### src/rtl/dma_casc_pkg.sv
package dma_casc_pkg;

  typedef enum logic [1:0] {
    ARB_IDLE    = 2'd0,
    ARB_HOLD    = 2'd1,
    ARB_GRANT   = 2'd2,
    ARB_RELEASE = 2'd3
  } arb_state_e;

  // Bits strictly below position n set; used to express "no higher-priority slot".
  function automatic logic [7:0] below_mask(input int unsigned n);
    logic [7:0] m;
    m = '0;
    for (int i = 0; i < 8; i++) begin
      if (i < int'(n)) m[i] = 1'b1;
    end
    return m;
  endfunction

  // Slot index to one-hot.
  function automatic logic [7:0] slot_onehot(input int unsigned n);
    logic [7:0] m;
    m = '0;
    for (int i = 0; i < 8; i++) begin
      if (i == int'(n)) m[i] = 1'b1;
    end
    return m;
  endfunction

endpackage

### src/rtl/dma_prio_pick.sv
module dma_prio_pick #(
  parameter int NCH = 4,
  localparam int IW = (NCH > 1) ? $clog2(NCH) : 1
) (
  input  logic [NCH-1:0] elig,
  output logic           any,
  output logic [IW-1:0]  idx
);

  // Fixed priority: lowest slot number wins.
  always_comb begin
    any = |elig;
    idx = '0;
    for (int i = NCH - 1; i >= 0; i--) begin
      if (elig[i]) idx = IW'(i);
    end
  end

endmodule

### src/rtl/dma_grp_arb.sv
module dma_grp_arb
  import dma_casc_pkg::*;
#(
  parameter int NCH = 4,
  localparam int IW = (NCH > 1) ? $clog2(NCH) : 1
) (
  input  logic           clk,
  input  logic           rst_n,
  input  logic [NCH-1:0] req,
  input  logic [NCH-1:0] mask,
  input  logic [NCH-1:0] casc,
  input  logic           hlda_in,
  output logic           hold_req,
  output logic [NCH-1:0] ack,
  output logic           drv
);

  arb_state_e    state;
  logic [IW-1:0] sel;
  logic          casc_lat;

  logic [NCH-1:0] elig;
  logic           any;
  logic [IW-1:0]  idx;

  // Named internal events for the checks below.
  logic cur_keep;
  logic grant_evt;
  logic release_evt;

  assign elig = req & ~mask;

  dma_prio_pick #(.NCH(NCH)) u_pick (
    .elig (elig),
    .any  (any),
    .idx  (idx)
  );

  assign cur_keep    = (state == ARB_GRANT) && casc_lat && req[sel];
  assign grant_evt   = ((state == ARB_HOLD) && hlda_in && any) ||
                       ((state == ARB_GRANT) && !cur_keep && any);
  assign release_evt = ((state == ARB_HOLD) && hlda_in && !any) ||
                       ((state == ARB_GRANT) && !cur_keep && !any);

  always_ff @(posedge clk) begin
    if (!rst_n) begin
      state    <= ARB_IDLE;
      sel      <= '0;
      casc_lat <= 1'b0;
    end else begin
      if (grant_evt) begin
        sel      <= idx;
        casc_lat <= casc[idx];
      end
      unique case (state)
        ARB_IDLE:    if (any && !hlda_in) state <= ARB_HOLD;
        ARB_HOLD:    if (grant_evt) state <= ARB_GRANT;
                     else if (release_evt) state <= ARB_RELEASE;
        ARB_GRANT:   if (release_evt) state <= ARB_RELEASE;
        ARB_RELEASE: if (!hlda_in) state <= ARB_IDLE;
        default:     state <= ARB_IDLE;
      endcase
    end
  end

  assign hold_req = (state == ARB_HOLD) || (state == ARB_GRANT);
  assign ack      = (state == ARB_GRANT) ? slot_onehot(32'(sel))[NCH-1:0] : '0;
  assign drv      = (state == ARB_GRANT) && !casc_lat;

  // one acknowledge at most within the group
  a_r8_grp_onehot: assert property (@(posedge clk) disable iff (!rst_n)
    $onehot0(ack));

  // a new grant takes the lowest eligible slot
  a_r2_lowest_first: assert property (@(posedge clk) disable iff (!rst_n)
    grant_evt |-> (elig[idx] && ((elig & below_mask(32'(idx))[NCH-1:0]) == '0)));

  // a masked slot never starts a grant
  a_r3_masked_never_picked: assert property (@(posedge clk) disable iff (!rst_n)
    grant_evt |-> !mask[idx]);

  // a pass-through acknowledge holds while its request stays up
  a_r6_passthru_holds: assert property (@(posedge clk) disable iff (!rst_n)
    cur_keep |=> (ack == $past(ack)));

  // acknowledges only under hold acknowledge
  a_r11_ack_needs_hlda: assert property (@(posedge clk) disable iff (!rst_n)
    (ack != '0) |-> hlda_in);

  // after release, no new hold request until acknowledge falls
  a_r10_wait_hlda_low: assert property (@(posedge clk) disable iff (!rst_n)
    (!hold_req && hlda_in) |=> !hold_req);

endmodule

### src/rtl/dma_casc_arb.sv
module dma_casc_arb #(
  parameter int GRP_CH = 4,
  localparam int SYS_CH = 2 * GRP_CH
) (
  input  logic              clk,
  input  logic              rst_n,
  input  logic [SYS_CH-1:0] dreq,
  input  logic [SYS_CH-1:0] chan_mask,
  input  logic [SYS_CH-1:0] chan_casc,
  input  logic              cpu_hlda,
  output logic              cpu_hrq,
  output logic [SYS_CH-1:0] dack,
  output logic              addr_en,
  output logic              word_sel
);

  logic              sec_hreq;
  logic [GRP_CH-1:0] sec_ack;
  logic              sec_drv;
  logic [GRP_CH-1:0] pri_req, pri_mask, pri_casc;
  logic [GRP_CH-1:0] pri_ack;
  logic              pri_drv;
  logic              unused_ch_bits;

  // Upper slot 0 is the chaining slot: fed by the lower group's hold request,
  // never masked, always pass-through.
  assign pri_req  = {dreq[SYS_CH-1:GRP_CH+1],      sec_hreq};
  assign pri_mask = {chan_mask[SYS_CH-1:GRP_CH+1], 1'b0};
  assign pri_casc = {chan_casc[SYS_CH-1:GRP_CH+1], 1'b1};
  assign unused_ch_bits = ^{dreq[GRP_CH], chan_mask[GRP_CH], chan_casc[GRP_CH]};

  dma_grp_arb #(.NCH(GRP_CH)) u_lower (
    .clk      (clk),
    .rst_n    (rst_n),
    .req      (dreq[GRP_CH-1:0]),
    .mask     (chan_mask[GRP_CH-1:0]),
    .casc     (chan_casc[GRP_CH-1:0]),
    .hlda_in  (pri_ack[0]),
    .hold_req (sec_hreq),
    .ack      (sec_ack),
    .drv      (sec_drv)
  );

  dma_grp_arb #(.NCH(GRP_CH)) u_upper (
    .clk      (clk),
    .rst_n    (rst_n),
    .req      (pri_req),
    .mask     (pri_mask),
    .casc     (pri_casc),
    .hlda_in  (cpu_hlda),
    .hold_req (cpu_hrq),
    .ack      (pri_ack),
    .drv      (pri_drv)
  );

  for (genvar g = 0; g < GRP_CH; g++) begin : g_ack_map
    assign dack[g] = sec_ack[g];
    if (g == 0) begin : g_chain
      assign dack[GRP_CH] = 1'b0;
    end else begin : g_dev
      assign dack[GRP_CH+g] = pri_ack[g];
    end
  end

  assign addr_en  = sec_drv | pri_drv;
  assign word_sel = pri_drv;

  // system-wide single active channel
  a_r8_sys_onehot: assert property (@(posedge clk) disable iff (!rst_n)
    $onehot0(dack));

  // word flag only for a driving upper-group grant
  a_r7_word_upper_only: assert property (@(posedge clk) disable iff (!rst_n)
    word_sel |-> (addr_en && (dack[SYS_CH-1:GRP_CH] != '0)));

  // address drive implies some device acknowledge is up
  a_r6_drive_has_ack: assert property (@(posedge clk) disable iff (!rst_n)
    addr_en |-> (dack != '0));

endmodule

### config.mk
export PLATFORM = sky130hd
export DESIGN_NAME = dma_casc_arb
export DESIGN_NICKNAME = d
export VERILOG_FILES = /design/src/rtl/dma_casc_pkg.sv /design/src/rtl/dma_prio_pick.sv /design/src/rtl/dma_grp_arb.sv /design/src/rtl/dma_casc_arb.sv
export SDC_FILE = /design/constraint.sdc
export NUM_CORES = 1
export LEC_CHECK = 0
export BUFFER_PORTS_ARGS = -buffer_cell sky130_fd_sc_hd__buf_2
export CORE_AREA = 2 2 60 62
export DETAILED_ROUTE_END_ITERATION = 10
export DIE_AREA = 0 0 62 64
export GPL_TIMING_DRIVEN = 0
export SYNTH_ARGS = -nofsm -noshare
export SYNTH_HDL_FRONTEND = slang
export SYNTH_SLANG_ARGS = --single-unit
### constraint.sdc
create_clock -name clk -period 4.3 [get_ports clk]
set_clock_uncertainty 0.2 [all_clocks]
set_input_delay 0.215 -clock clk [delete_from_list [all_inputs] [get_ports clk]]
set_output_delay 0.215 -clock clk [all_outputs]
set_load 0.03 [all_outputs]
==> results.cfg, run 1 <==
[timing]
tightest_slew_ns = 0.7323
timing.final.crit_share = 0.5300
rsz0062_at_grt = no
relSlewSlack = 0.5073
max_freq_mhz = 438.8
hold_viol = 0
setup_viol = 0
finalMaxSlewViolations = 0
finalCriticalPeriod_ns = 2.279
fin_tns_setup_ns = 0

[floorplanning]
core_sq_mm = 0.003284
die_h_um = 64
start_util = 0.2941
rows = 21
fp.dieW_um = 62
io_pins = 38
die-area_sq_mm = 0.003968

[critical_path]
endpoint_kind = flop
start_kind = flop
cp.required_ns = 4.27
crit_type = flop to flop
cp_max_fo = 5
critPathArrivalTime_ns = 2.25

[logic_synthesis]
synthArstFlopShare = 0
muxShareOfSynthArea = 0.05829
netlist.area_leader.share = 0.2073
synth_sequential_area_ratio = 0.2073
synth_nets = 150
yosysMostFrequentCell = nor2_1
ys.flop_type = dfxtp_1
synthXorXnorAreaFrac = 0
synth_fa_ha_area_frac = 0.1295
yosys.area.top_type = dfxtp_1
yosys-top-cells-count = 11 x nor2_1, 10 x dfxtp_1, 10 x ha_1
syn_area_sq_um = 965.9
synth_edf_count = 0
synth_compound_gate_area_share = 0.2902
synth_cell_type_count = 43
synth_top_family_by_area = compound AO/OA/AOI/OAI gates
yosys_warnings = 0
synth_cells = 113
synth_area_per_cell_sq_um = 8.548
synthTopCellsByArea = dfxtp_1 21%, ha_1 13%, mux4_2 4.7%
synth_seq_cells = 10
synthSimpleGateAreaFrac = 0.2642

[clocking]
cts_setup_buffers = 0
ctsHoldBuffers = 0
insertion_delay_ns = 0.27
cts.sinks = 10
clk_pin_slew_ns = 0.07
cts_tree = done
clockRootBuffer = clkbuf_4
cts-buffers-inserted = 3
cts.repair.resized = 0
clock_tree.buffer_depth = 2
cts_htree_levels = 1

[pwr]
pwr-share-comb = 0.394
p_sw_uw = 124.0
totalPowerFinal_uw = 332.9
p_leak_nw = 0.5642
p_clk_frac = 0.265
p_sw_frac = 0.3724
intPower_uw = 208.9
power.density_mw_per_mm2 = 272.9
irDropWorstVdd_mv = 0.07723
p_seq_frac = 0.341

[finish]
nNetsFinal = 187
drive_above_1_share = 0.3423
post_layout_nonfiller_instances = 195
area_growth_pct = 26.30
n_antenna_cell = 0
n_fill_cell = 356
utilization = 0.3714

[place]
place_inst = 191
hpwlAfterDp_um = 1875
place_congestion = 0.7569
io_buffers = 32

[drt]
routed_via_density = 4.892
routed_wl_um = 2225
final_antenna_net_count = 0
first_pass_iters = 4
drt_first_iter_violations = 81
avgRoutedWirePerCell_um = 11.41
drc_errors = 0
vias = 954

[grt]
grt_overflow = 0
grt_max_degree = 11
gr-usage-all-layers = 0.1160
grt_pass1_vias = 902
grt_pass1_wl_um = 3560
antenna_found_initial = 0

[job]
max_cap_violations = 0

[run_status]
status = finished clean

[hold_path]
min_path_type = input pin to flop
-- critical path, cell delays in order, from the launching register on --
cell,delay [ns]
dfxtp_1,0.39
inv_1,0.08
ha_1,0.37
nor4_2,0.53
a21oi_1,0.21
a21boi_1,0.18
o211a_1,0.21
-- power by group through the flow --
stage	Clock, mW	Sequential (mW)	Combinational [mW]
global route	0.0952	0.115	0.147
global placement	0	0.115	0.128
CTS	0.0906	0.113	0.133
detailed placement	0	0.115	0.132
floorplan	0	0.112	0.100
finish	0.0883	0.113	0.131
-- cell families (layout without fill, tap and decap cells) --
kind of cell,count (synthesis),after routing
buffers and inverters,10,46
DFF,10,10
other,1,1
and+or+nand+nor,45,45
muxes,3,3
AOI/OAI and AO/OA,34,34
adders and majority gates,10,10
-- cell usage in the layout (no fill, tap or decap), types with 2 or more instances in the layout --
cell type / Yosys / routed
a21boi_1: 2 / 2
a21oi_1: 5 / 5
a21oi_2: 2 / 2
and2b_1: 2 / 2
buf_2: 0 / 32
buf_4: 2 / 2
clkbuf_4: 0 / 3
dfxtp_1: 10 / 10
ha_1: 10 / 10
inv_1: 8 / 8
mux4_2: 2 / 2
nand2_1: 8 / 8
nand2b_1: 3 / 3
nand3b_1: 3 / 3
nor2_1: 11 / 11
nor2b_1: 4 / 4
nor3b_1: 4 / 4
o211a_1: 3 / 3
o21a_1: 3 / 3
o21ai_0: 4 / 4
o21ai_1: 2 / 2
o221a_1: 2 / 2
-- cell type report --
| cell class | instances | area, sq um | share of cell area |
|---|---|---|---|
| multi-input combinational | 93 | 720.7 | 0.5908 |
| sequential | 10 | 200.2 | 0.1641 |
| timing repair buffer | 32 | 160.2 | 0.1313 |
| tap | 46 | 57.56 | 0.04718 |
| clock buffer | 4 | 36.28 | 0.02974 |
| inverter | 8 | 30.03 | 0.02462 |
| buffer | 2 | 15.01 | 0.01231 |
-- sequential cells by signal, summed over array words and instances (netlist names) --
signal,count
u_lower.sel,2
u_upper.sel,2
u_lower.casc_lat,1
u_upper.state,2
u_lower.state,2
u_upper.casc_lat,1
-- worst paths after layout --
path | cells past startpoint | to | startpoint | slack, ns
max | 6 | u_upper.state[1] | u_lower.state[0] | 2.02
min | 2 | u_upper.sel[0] | rst_n | 0.04
max reg2reg | 6 | u_upper.state[1] | u_lower.state[0] | 2.02
min reg2reg | 2 | u_lower.sel[0] | u_lower.sel[0] | 0.36
-- metal layers --
layer | track usage | part of all wire | up-vias
li1 | - | - | 484
met4 | 0.02394 | 0.0036 | 0
met3 | 0.03239 | 0.053 | 2
met5 | 0 | 0 | -
met2 | 0.2227 | 0.53 | 25
met1 | 0.1176 | 0.41 | 443
-- per-stage QoR --
step / instance area [sq um] / hold WS [ns] / worst slack (ns)
floorplan: 965.9 / 0.2668 / 2.173
global placement: 1184 / 0.3195 / 2.041
detailed placement: 1184 / 0.3245 / 2.046
CTS: 1220 / 0.02799 / 2.018
global route: 1220 / 0.03537 / 1.916
finish: 1220 / 0.03756 / 2.021
Power figures use the tool's default switching activity.
==> run 2: changes to the inputs <==
--- a/config.mk
+++ b/config.mk
@@ -5,10 +5,11 @@
 export SDC_FILE = /design/constraint.sdc
 export NUM_CORES = 1
 export LEC_CHECK = 0
+export ABC_AREA = 1
 export BUFFER_PORTS_ARGS = -buffer_cell sky130_fd_sc_hd__buf_2
-export CORE_AREA = 2 2 60 62
+export CORE_AREA = 2 2 61 63
 export DETAILED_ROUTE_END_ITERATION = 10
-export DIE_AREA = 0 0 62 64
+export DIE_AREA = 0 0 63 65
 export GPL_TIMING_DRIVEN = 0
 export SYNTH_ARGS = -nofsm -noshare
 export SYNTH_HDL_FRONTEND = slang
==> constraint.sdc (replaced) <==
create_clock -name clk -period 2.2 [get_ports clk]
set_clock_uncertainty 0.2 [all_clocks]
set_input_delay 0.11 -clock clk [delete_from_list [all_inputs] [get_ports clk]]
set_output_delay 0.11 -clock clk [all_outputs]
set_load 0.03 [all_outputs]
==> run 2 against run 1 <==
Net effect: combinational power grew 44%; routed wire length grew 0.94%; flip-flop and latch count is the same; global-route usage grew 0.15 points; cell count grew 32%; largest power group is now registers.
==> results.cfg, run 2 <==
[logic_synthesis]
yosys-top-cells-count = 58 x nand2_1, 26 x inv_1, 13 x a21oi_1
synth_cells = 171
synth_sequential_area_ratio = 0.1985
synth_cell_type_count = 25
synth_edf_count = 0
synthArstFlopShare = 0
synthTopCellsByArea = nand2_1 22%, dfxtp_1 20%, ha_1 12%
synth_seq_cells = 10
yosys.area.top_type = nand2_1
netlist.area_leader.share = 0.2159
yosysMostFrequentCell = nand2_1
synth_area_per_cell_sq_um = 5.897
yosys_warnings = 0
syn_area_sq_mm = 0.001008
synth_nets = 208
ys.flop_type = dfxtp_1

[floorplanning]
die-area_sq_mm = 0.004095
start_util = 0.2885
die_h_um = 65
core_sq_mm = 0.003496
rows = 22
io_pins = 38
fp.dieW_um = 63

[clocking]
insertion_delay_ns = 0.26
cts.repair.resized = 0
cts_htree_levels = 1
clk_pin_slew_ns = 0.06
cts_tree = done
clock_tree.buffer_depth = 2
cts_setup_buffers = 0
cts.sinks = 10
cts-buffers-inserted = 3
clockRootBuffer = clkbuf_4

[timing]
holdWs_ns = 0.004685
max_freq_mhz = 524.7
timing.final.crit_share = 0.8663
finalMaxSlewViolations = 0
finalCriticalPeriod_ns = 1.906
hold_viol = 0
fin_tns_setup_ns = 0
rsz0062_at_grt = no
setup_viol = 0

[grt]
grt_busiest_layer = met2
grt_overflow = 0
gr-usage-met1 = 0.1573
grt_max_degree = 8
gr-usage-all-layers = 0.1175
antenna_found_initial = 0
grt_pass1_wl_um = 3884
grtUsageMet2 = 0.1862
met3_usage = 0.01389
grt_pass1_vias = 948

[critical_path]
reg2reg_slack_ns = 0.29
crit_path_cell_trace = inv_1 > ha_1 > inv_2 > nor2_2 > a21oi_1 > nand2_4 > nand2_4 > nand2_2 > nand2_1 > nand2_1 > a21oi_2
r2r.worst_path.cells = 11
crit_path_start = u_upper.state[0]
cp_max_fo = 7
critical_path.slowest_cell = dfxtp_1
cp.required_ns = 2.20
start_kind = flop
crit_type = flop to flop
cp-endpoint = u_upper.state[0]
cpPeakStageDelay_ns = 0.37
endpoint_kind = flop
critPathArrivalTime_ns = 1.90
r2r_end = u_upper.state[0]
reg2reg_from = u_upper.state[0]

[pwr]
p_leak_nw = 0.7015
p_sw_frac = 0.3627
p_seq_frac = 0.396
power.density_mw_per_mm2 = 403.3
p_clk_frac = 0.237
irDropWorstVdd_mv = 0.1382
p_sw_uw = 186.7
pwr-share-comb = 0.367
intPower_uw = 328.0

[finish]
nNetsFinal = 248
final_cell_mix = 58 x nand2_1, 33 x buf_2, 26 x inv_1
area_growth_pct = 26.55
drive_above_1_share = 0.2632
n_antenna_cell = 0
layout_commonest_cell = nand2_1

[drt]
avgRoutedWirePerCell_um = 8.739
routed_via_density = 4.187
vias = 1076
final_antenna_net_count = 0
routed_wl_um = 2246
drc_errors = 0
drt_first_iter_violations = 36
first_pass_iters = 4

[run_status]
status = finished clean

[job]
max_cap_violations = 0

[place]
place_congestion = 0.7956
hpwlAfterDp_um = 1858
io_buffers = 33

[hold_path]
hp-start = chan_casc[3]
min_path_type = input pin to flop
[run 2: cells by family after synthesis]
group / synth area share
other cells: 0.003719
flops: 0.1985
simple gates: 0.3921
buf+inv: 0.1340
fa+ha+maj: 0.1241
compound gates: 0.1476
[run 2: worst min path at each step]
stage	cells past startpoint	to	slack [ns]
after global routing	4	u_lower.casc_lat	0.04
after CTS	4	u_lower.casc_lat	0.01
after floorplan	2	u_lower.state[0]	0.03
after global placement	3	u_lower.state[0]	0.21
final	4	u_lower.casc_lat	0.005
after detailed placement	3	u_lower.sel[0]	0.21
[run 2: power groups by stage]
stage	sequential [mW]	clock, mW	combinational (mW)
after floorplan	0.205	0	0.140
after global placement	0.208	0	0.188
after detailed placement	0.207	0	0.187
after CTS	0.204	0.127	0.191
after global routing	0.205	0.133	0.220
final	0.204	0.122	0.189
[run 2: metal layers]
metal / wire [um] / up-vias / share of wire
li1: - / 607 / -
met1: 1165 / 446 / 0.52
met2: 968 / 21 / 0.43
met3: 81 / 2 / 0.036
met4: 30 / 0 / 0.013
met5: 0 / - / 0
[run 2: timing repair]
| action | CTS | global route |
|---|---|---|
| setup endpoints to repair | 0 | 0 |
| hold buffers | 2 | 0 |
| hold endpoints to repair | 5 | 0 |
[run 2: per-stage QoR]
stage	util	setup slack, ns	instance area (sq um)	std cells	power [mW]
after floorplan	-	0.3523	1008	171	0.3444
after global placement	0.3529	0.2957	1234	252	0.3956
after detailed placement	0.3529	0.3153	1234	252	0.3947
after CTS	0.3651	0.2939	1276	257	0.5212
after global routing	0.3651	0.09150	1276	257	0.5584
final	0.3651	0.2940	1276	257	0.5147
[run 2: area by class of cell]
cell class	instances	area, sq um
fill	403	2220
timing repair buffer	35	185.2
inverter	34	127.6
buffer	1	7.507
clock buffer	3	22.52
tap	48	60.06
multi-input combinational	126	673.1
sequential	10	200.2
[run 2: critical path, delay by kind of cell, from the launching register on]
kind,cells,cell delay (ns)
AND/OR/NAND/NOR,6,0.40
flip-flops,1,0.37
AO/OA/AOI/OAI,2,0.36
adder cells (fa/ha/maj),1,0.26
buffers and inverters,2,0.26
==> run 3: changes to the inputs <==
--- a/config.mk
+++ b/config.mk
@@ -11,6 +11,7 @@
 export DETAILED_ROUTE_END_ITERATION = 10
 export DIE_AREA = 0 0 63 65
 export GPL_TIMING_DRIVEN = 0
+export RECOVER_POWER = 25
 export SYNTH_ARGS = -nofsm -noshare
 export SYNTH_HDL_FRONTEND = slang
 export SYNTH_SLANG_ARGS = --single-unit
==> run 3 against run 2 <==
Net effect: fmax about the same; critical path depth unchanged; global-route usage unchanged; sequential power about the same; worst setup slack got worse by 0.00073 ns; flip-flop and latch count unchanged; combinational power about the same; utilization decreased by 0.21 points; final area decreased by 0.59%.
==> results.cfg, run 3 (same netlist as run 2, synthesis figures left out) <==
[run_status]
status = finished clean

[grt]
grt_overflow = 0
antenna_found_initial = 0
grt_max_degree = 8
grt_pass1_vias = 948
gr-usage-all-layers = 0.1175
grt_pass1_wl_um = 3884

[drt]
routed_wl_um = 2257
drc_errors = 0
avgRoutedWirePerCell_um = 8.782
drt_first_iter_violations = 38
final_antenna_net_count = 0
routed_via_density = 4.198
first_pass_iters = 4
vias = 1079

[critical_path]
cp_max_fo = 7
reg2reg_from = u_upper.state[0]
start_kind = flop
crit_type = flop to flop
cpPeakStageDelay_ns = 0.37
endpoint_kind = flop
r2r_end = u_upper.state[0]
critical_path.slowest_cell = dfxtp_1
cp.required_ns = 2.20
crit_path_cell_trace = inv_1 > ha_1 > inv_2 > nor2_2 > a21oi_1 > nand2_4 > nand2_4 > nand2_2 > nand2_1 > nand2_1 > a21oi_2
critPathBufInv = 2
cp_num_cells = 11
r2r.worst_path.cells = 11
crit_family = simple AND/OR/NAND/NOR gates
reg2reg_slack_ns = 0.29
critPathArrivalTime_ns = 1.90

[place]
hpwlAfterDp_um = 1858
io_buffers = 33
place_ws_ns = 0.3153
place_congestion = 0.7956
place_inst = 252
place_area_sq_mm = 0.001234

[floorplanning]
fp.dieW_um = 63
die_h_um = 65
rows = 22
start_util = 0.2885
io_pins = 38
core_sq_mm = 0.003496
die-area_sq_mm = 0.004095

[hold_path]
holdPathStages = 4
hp-start = chan_casc[3]
min_to = u_lower.casc_lat
min_path_type = input pin to flop

[clocking]
clockRootBuffer = clkbuf_4
insertion_delay_ns = 0.26
cts.sinks = 10
ctsHoldBuffers = 2
cts_htree_levels = 1
cts.repair.resized = 0
clk_pin_slew_ns = 0.06
clock_tree.buffer_depth = 2
cts_tree = done
cts_setup_buffers = 0
cts-buffers-inserted = 3

[pwr]
p_leak_nw = 0.6841
power.density_mw_per_mm2 = 405.8
irDropWorstVdd_mv = 0.1343
totalPowerFinal_uw = 514.9

[timing]
max_freq_mhz = 524.5
fin_ws_ns = 0.2933
fin_tns_setup_ns = 0
finalMaxSlewViolations = 0
timing.final.crit_share = 0.8667
rsz0062_at_grt = no
hold_viol = 0
holdWs_ns = 0.002616
finalCriticalPeriod_ns = 1.907
setup_viol = 0

[finish]
drive_above_1_share = 0.2392
nNetsFinal = 248
area_growth_pct = 25.81
stdcell_area_sq_mm = 0.001269
layout_commonest_cell = nand2_1
utilization = 0.3629
n_antenna_cell = 0
post_layout_nonfiller_instances = 257
final_cell_mix = 59 x nand2_1, 29 x buf_2, 26 x inv_1

[job]
max_cap_violations = 0
run 3: cell types whose count changed in the layout (fill, tap and decap cells not counted), sizes merged:
cell,delta
buf,-4
clkbuf,+4
run 3: worst max path at each step:
stage	start	end	slack [ns]
2_1_floorplan	u_upper.state[0]	u_upper.state[0]	0.35
3_3_place_gp	u_upper.state[0]	u_upper.state[0]	0.30
3_5_place_dp	u_upper.state[0]	u_upper.state[0]	0.32
4_1_cts	u_upper.state[0]	u_upper.state[0]	0.29
5_1_grt	u_upper.state[0]	u_upper.state[0]	0.09
6_report	u_upper.state[0]	u_upper.state[0]	0.29
run 3: per-layer routing:
layer,part of all wire,vias to the layer above,track usage
met3,0.039,2,0.01389
met4,0.013,0,0.05833
met2,0.43,21,0.1862
met5,0,-,0
li1,-,606,-
met1,0.52,450,0.1573
run 3: where the power goes:
group | internal [mW] | leakage [nW] | switching [mW]
Combinational | 0.0718 | 0.589 | 0.116
Sequential | 0.192 | 0.0814 | 0.0114
Clock | 0.0631 | 0.0138 | 0.0602
Total | 0.327 | 0.684 | 0.188
run 3: worst register-to-register path, cell delays in order (launching register included):
cell	delay, ns
dfxtp_1	0.37
inv_1	0.13
ha_1	0.26
inv_2	0.13
nor2_2	0.06
a21oi_1	0.26
nand2_4	0.10
nand2_4	0.09
nand2_2	0.04
nand2_1	0.05
nand2_1	0.06
a21oi_2	0.10
run 3: area by class of cell:
type | count | area [sq um]
multi-input combinational | 126 | 670.6
buffer | 1 | 7.507
tap | 48 | 60.06
fill | 405 | 2227
sequential | 10 | 200.2
timing repair buffer | 35 | 180.2
clock buffer | 3 | 22.52
inverter | 34 | 127.6
